==> src/rtl/alu_mode_pkg.sv <==
// Package: shared types and constants for the mode-select ALU.
// Assumes: nothing beyond IEEE 1800-2017.
package alu_mode_pkg;
    localparam int SEL_W = 4;
    localparam int QSEL_W = 2;

    // Reduced-mode operation codes, taken from the low select bits.
    typedef enum logic [QSEL_W-1:0] {
        QOP_AND = 2'b00,
        QOP_OR  = 2'b01,
        QOP_XOR = 2'b10,
        QOP_ADD = 2'b11
    } quad_op_e;
endpackage

==> src/rtl/alu_term_gen.sv <==
// Module: builds the two per-bit operand terms that every full-map
// function is derived from. sel[1:0] choose which of B / NOT B widen
// the first term beyond A; sel[3:2] choose which of A&B / A&~B form
// the second term.
// Assumes: WIDTH >= 1.
module alu_term_gen #(
    parameter int WIDTH = 8
) (
    input  logic [WIDTH-1:0] a_i,
    input  logic [WIDTH-1:0] b_i,
    input  logic [3:0]       sel_i,
    output logic [WIDTH-1:0] p_o,
    output logic [WIDTH-1:0] g_o
);
    for (genvar i = 0; i < WIDTH; i++) begin : g_bit
        // First term: A widened by the selected B polarities.
        assign p_o[i] = a_i[i] | (b_i[i] & sel_i[0]) | (~b_i[i] & sel_i[1]);
        // Second term: A masked by the selected B polarities.
        assign g_o[i] = (a_i[i] & b_i[i] & sel_i[3]) | (a_i[i] & ~b_i[i] & sel_i[2]);
    end
endmodule

==> src/rtl/alu_ripple_add.sv <==
// Module: ripple-carry adder, x + y + cin, carry-out above the top bit.
// Assumes: WIDTH >= 1; cin is active high here.
module alu_ripple_add #(
    parameter int WIDTH = 8
) (
    input  logic [WIDTH-1:0] x_i,
    input  logic [WIDTH-1:0] y_i,
    input  logic             cin_i,
    output logic [WIDTH-1:0] sum_o,
    output logic             cout_o
);
    logic [WIDTH:0] carry;

    assign carry[0] = cin_i;
    for (genvar i = 0; i < WIDTH; i++) begin : g_fa
        // One full-adder cell per bit.
        assign sum_o[i]   = x_i[i] ^ y_i[i] ^ carry[i];
        assign carry[i+1] = (x_i[i] & y_i[i]) | (carry[i] & (x_i[i] ^ y_i[i]));
    end
    assign cout_o = carry[WIDTH];
endmodule

==> src/rtl/alu_quad_unit.sv <==
// Module: reduced four-function ALU (AND, OR, XOR, ADD) for bring-up.
// Assumes: op_i comes from the low two function-code bits.
module alu_quad_unit
    import alu_mode_pkg::*;
#(
    parameter int WIDTH = 8
) (
    input  logic [WIDTH-1:0] a_i,
    input  logic [WIDTH-1:0] b_i,
    input  quad_op_e         op_i,
    input  logic             cin_i,
    output logic [WIDTH-1:0] f_o,
    output logic             cout_o
);
    logic [WIDTH-1:0] add_sum;
    logic             add_cout;

    alu_ripple_add #(.WIDTH(WIDTH)) u_add (
        .x_i   (a_i),
        .y_i   (b_i),
        .cin_i (cin_i),
        .sum_o (add_sum),
        .cout_o(add_cout)
    );

    // Select the reduced-mode result; carry-out only for ADD.
    always_comb begin
        cout_o = 1'b0;
        unique case (op_i)
            QOP_AND: f_o = a_i & b_i;
            QOP_OR:  f_o = a_i | b_i;
            QOP_XOR: f_o = a_i ^ b_i;
            QOP_ADD: begin
                f_o    = add_sum;
                cout_o = add_cout;
            end
            default: f_o = '0;
        endcase
    end
endmodule

==> src/rtl/alu_mode_sel.sv <==
// Module: top of the mode-select ALU. Full map: logic result is the
// bitwise XNOR of the two terms, arithmetic result is their sum plus
// carry. Reduced mode overrides both with the four-function unit.
// Assumes: combinational use; cin_n_i is active low.
module alu_mode_sel
    import alu_mode_pkg::*;
#(
    parameter int WIDTH = 8
) (
    input  logic [WIDTH-1:0] a_i,
    input  logic [WIDTH-1:0] b_i,
    input  logic [3:0]       sel_i,
    input  logic             logic_mode_i,
    input  logic             cin_n_i,
    input  logic             quad_mode_i,
    output logic [WIDTH-1:0] f_o,
    output logic             cout_o
);
    logic [WIDTH-1:0] term_p;
    logic [WIDTH-1:0] term_g;
    logic [WIDTH-1:0] arith_sum;
    logic             arith_cout;
    logic [WIDTH-1:0] quad_f;
    logic             quad_cout;
    logic             carry_in;

    assign carry_in = ~cin_n_i;

    alu_term_gen #(.WIDTH(WIDTH)) u_terms (
        .a_i  (a_i),
        .b_i  (b_i),
        .sel_i(sel_i),
        .p_o  (term_p),
        .g_o  (term_g)
    );

    alu_ripple_add #(.WIDTH(WIDTH)) u_sum (
        .x_i   (term_p),
        .y_i   (term_g),
        .cin_i (carry_in),
        .sum_o (arith_sum),
        .cout_o(arith_cout)
    );

    alu_quad_unit #(.WIDTH(WIDTH)) u_quad (
        .a_i   (a_i),
        .b_i   (b_i),
        .op_i  (quad_op_e'(sel_i[QSEL_W-1:0])),
        .cin_i (carry_in),
        .f_o   (quad_f),
        .cout_o(quad_cout)
    );

    // Pick reduced, logic or arithmetic result.
    always_comb begin
        if (quad_mode_i) begin
            f_o    = quad_f;
            cout_o = quad_cout;
        end else if (logic_mode_i) begin
            f_o    = ~(term_p ^ term_g);
            cout_o = 1'b0;
        end else begin
            f_o    = arith_sum;
            cout_o = arith_cout;
        end
    end
endmodule

==> config.mk <==
export PLATFORM = sky130hd
export DESIGN_NAME = alu_mode_sel
export DESIGN_NICKNAME = d
export VERILOG_FILES = /design/src/rtl/alu_mode_pkg.sv /design/src/rtl/alu_term_gen.sv /design/src/rtl/alu_ripple_add.sv /design/src/rtl/alu_quad_unit.sv /design/src/rtl/alu_mode_sel.sv
export SDC_FILE = /design/constraint.sdc
export NUM_CORES = 1
export LEC_CHECK = 0
export CORE_MARGIN = 2
export CORE_UTILIZATION = 55
export DETAILED_ROUTE_END_ITERATION = 8
export MAX_ROUTING_LAYER = met4
export PLACE_DENSITY = 0.81
export SLEW_MARGIN = 20
export SYNTH_ARGS = -nofsm -noshare
export SYNTH_HDL_FRONTEND = slang
export SYNTH_SLANG_ARGS = --single-unit
==> constraint.sdc <==
create_clock -name vclk -period 5.9
set_clock_uncertainty 0.2 [all_clocks]
set_input_delay 0.59 -clock vclk [all_inputs]
set_output_delay 0.59 -clock vclk [all_outputs]
set_load 0.02 [all_outputs]
==> impl_results.md <==
- Total track usage: 23.8%
- CP endpoint kind: output pin
- IR Drop Worst-Case VDD: 0.0589 mV
- Slew HR: 62.4%
- MaxCap Viol Count: 0
- Post-synth top area share: 26.3%
- Buffers on Ports: 32
- Initial antenna violation count: 0
- Synthesis-to-layout area growth: 26.4%
- Setup ws final: 0.186 ns
- Routed vias: 1,294
- Setup repair bufs after CTS: 0
- Die height: 56.6 um
- Worst-Margin Slew: 0.563 ns
- Yosys warning count: 0
- Largest fanout on the critical path: 3
- Crit share post-route: 96.8%
- Vias per std cell: 5.53
- First-pass GRT wire length: 6.09 mm
- Power Density: 92.5 mW/mm^2
- Register area: 0 sq um
- Top post-synthesis cells by area: ha_1 26%, fa_1 21%, mux2i_1 9.9%
- Sequential fraction of the synthesis area: 0%
- WP data arrival: 4.92 ns
- DR WL/cell: 15.1 um
- Setup_tns: 0 ns
- Status: finished clean
- Final slew viol count: 0
- Unrepaired setup endpoints after global routing: no
- Core area: 0.00269 sq mm
- Cell Area, Placed: 0.00192 sq mm
- Fill cells: 221
- Dpl hpwl: 2.95 mm
- Final wirelength: 3.54 mm
- Final GP Congestion: 0.802
- Syn_area_per_cell: 9.27 sq um
- Iter 0 DRT Violations: 19
- Initial Utilization: 56.6%
- Post-Syn Instances: 164
- # DRC: 0
- Antenna Cells: 0
- Vias in the first global route: 1,441
- Pin count of the biggest net entering global routing: 18
- I/O pin count: 32
- Grt ovf: 0
- Layout cells sized above 1: 15.8%
- Pre-CTS setup slack: -0.341 ns
- Row cnt: 19
- Final Cell Area: 0.00192 sq mm
- Synth Net Count: 235
- Die footprint: 0.00320 sq mm
- Crit Path Class: input port to output pin
- Fmax: 0.175 GHz
- CLK BUF: 0
- Leakage Power: 0.000984 uW
- Worst Path Required: 5.11 ns
- Drt pass-1 iters: 5
- Post-route ant nets: 0
- Die W: 56.6 um
- Yosys top cell by area: ha_1
- Hold Crit Class: input port to output pin
- Num sequential: 0
- Fin. Hold Viols: 0
- Unique masters post-synth: 28
- Nets@finish: 276
- Startpoint Class: input port
- Final Setup Violations: 0
- Final Critical Period: 5.71 ns
- Post-synthesis instance area: 0.00152 sq mm
==> cell families after synthesis <==
logic type	after synthesis	share of synthesized area [%]
adder cells (fa/ha/maj)	48	47.4
buffers and inverters	43	13.6
AO/OA/AOI/OAI	35	18.7
multiplexers	21	14.3
AND/OR/NAND/NOR	17	6.01
==> per-stage QoR <==
stage	hold slack, ns	instances	total power [uW]	util (%)
global route	2.05	234	196	71.5
floorplan	1.22	164	108	-
detailed placement	2.22	234	178	71.5
CTS	2.00	234	178	71.3
global placement	2.22	234	169	71.5
finish	1.99	234	178	71.5
==> worst max-delay path, cell delays in order <==
cell and delay, ns:
clkdlybuf4s50_1 0.45, inv_1 0.10, ha_1 0.15, a22o_1 0.18, fa_1 0.18, inv_1 0.05
fa_1 0.37, fa_2 0.35, fa_2 0.34, fa_1 0.38, fa_1 0.36, inv_1 0.08
fa_1 0.17, inv_1 0.05, fa_1 0.42, mux2_2 0.26, o22a_1 0.19, o21ai_0 0.06
buf_2 0.19
==> worst paths after layout <==
check,startpoint,to,slack (ns),cells after the start
worst max-delay path,b_i[0],f_o[7],0.19,19
worst min-delay path,quad_mode_i,f_o[7],1.99,4
==> synthesized netlist by cell type <==
cell type  count
a211oi_1       1
a211oi_2       6
a21o_1         4
a21oi_1        3
a22o_1         8
a2bb2oi_1      1
a311o_1        1
buf_12         1
buf_2          2
buf_4          1
buf_6          3
clkbuf_1       2
fa_1          16
ha_1          32
inv_1         34
mux2_2         6
mux2i_1       15
nand2_1        5
nand2b_1       1
nand4_1        1
nor2_1         4
nor2b_1        5
nor2b_4        1
o21ai_0        3
o21ai_1        1
o22a_1         1
o22ai_1        5
o31ai_1        1
==> metal layers <==
metal | track usage, % | vias up | wire (um)
met5 | - | - | 0
met4 | 3.74 | 0 | 31
met3 | 0.691 | 4 | 72
met2 | 44.5 | 24 | 1950
met1 | 28.9 | 642 | 1490
li1 | - | 624 | -
==> area by class of cell <==
| type | count | area (sq um) | share of cell area, % |
|---|---|---|---|
| inverters | 34 | 128 | 6.64 |
| multi-input cells | 121 | 1320 | 68.6 |
| well taps | 31 | 38.8 | 2.02 |
| repair buffers | 48 | 437 | 22.7 |
==> placed cells by master (no fill, tap or decap), drive strengths merged, types with 5 or more instances in the layout <==
cell / Yosys / layout
inv: 34 / 34
ha: 32 / 32
clkdlybuf4s50: 0 / 29
buf: 7 / 17
fa: 16 / 16
mux2i: 15 / 15
a22o: 8 / 8
a211oi: 7 / 7
mux2: 6 / 6
nor2b: 6 / 6
nand2: 5 / 5
o22ai: 5 / 5
==> repair_timing <==
| item | CTS | global route |
|---|---|---|
| resized for setup | 6 | 3 |
| setup endpoints to repair | 2 | 2 |
| hold buffers | 0 | 0 |
| endpoints found under the hold margin | 0 | 0 |
==> report_power, final <==
part	leakage [uW]	internal (uW)	switching, uW
Sequential	0	0	0
Combinational	0.000984	88.7	89.1
Clock	0	0	0
(Power assumes the default switching activity.)
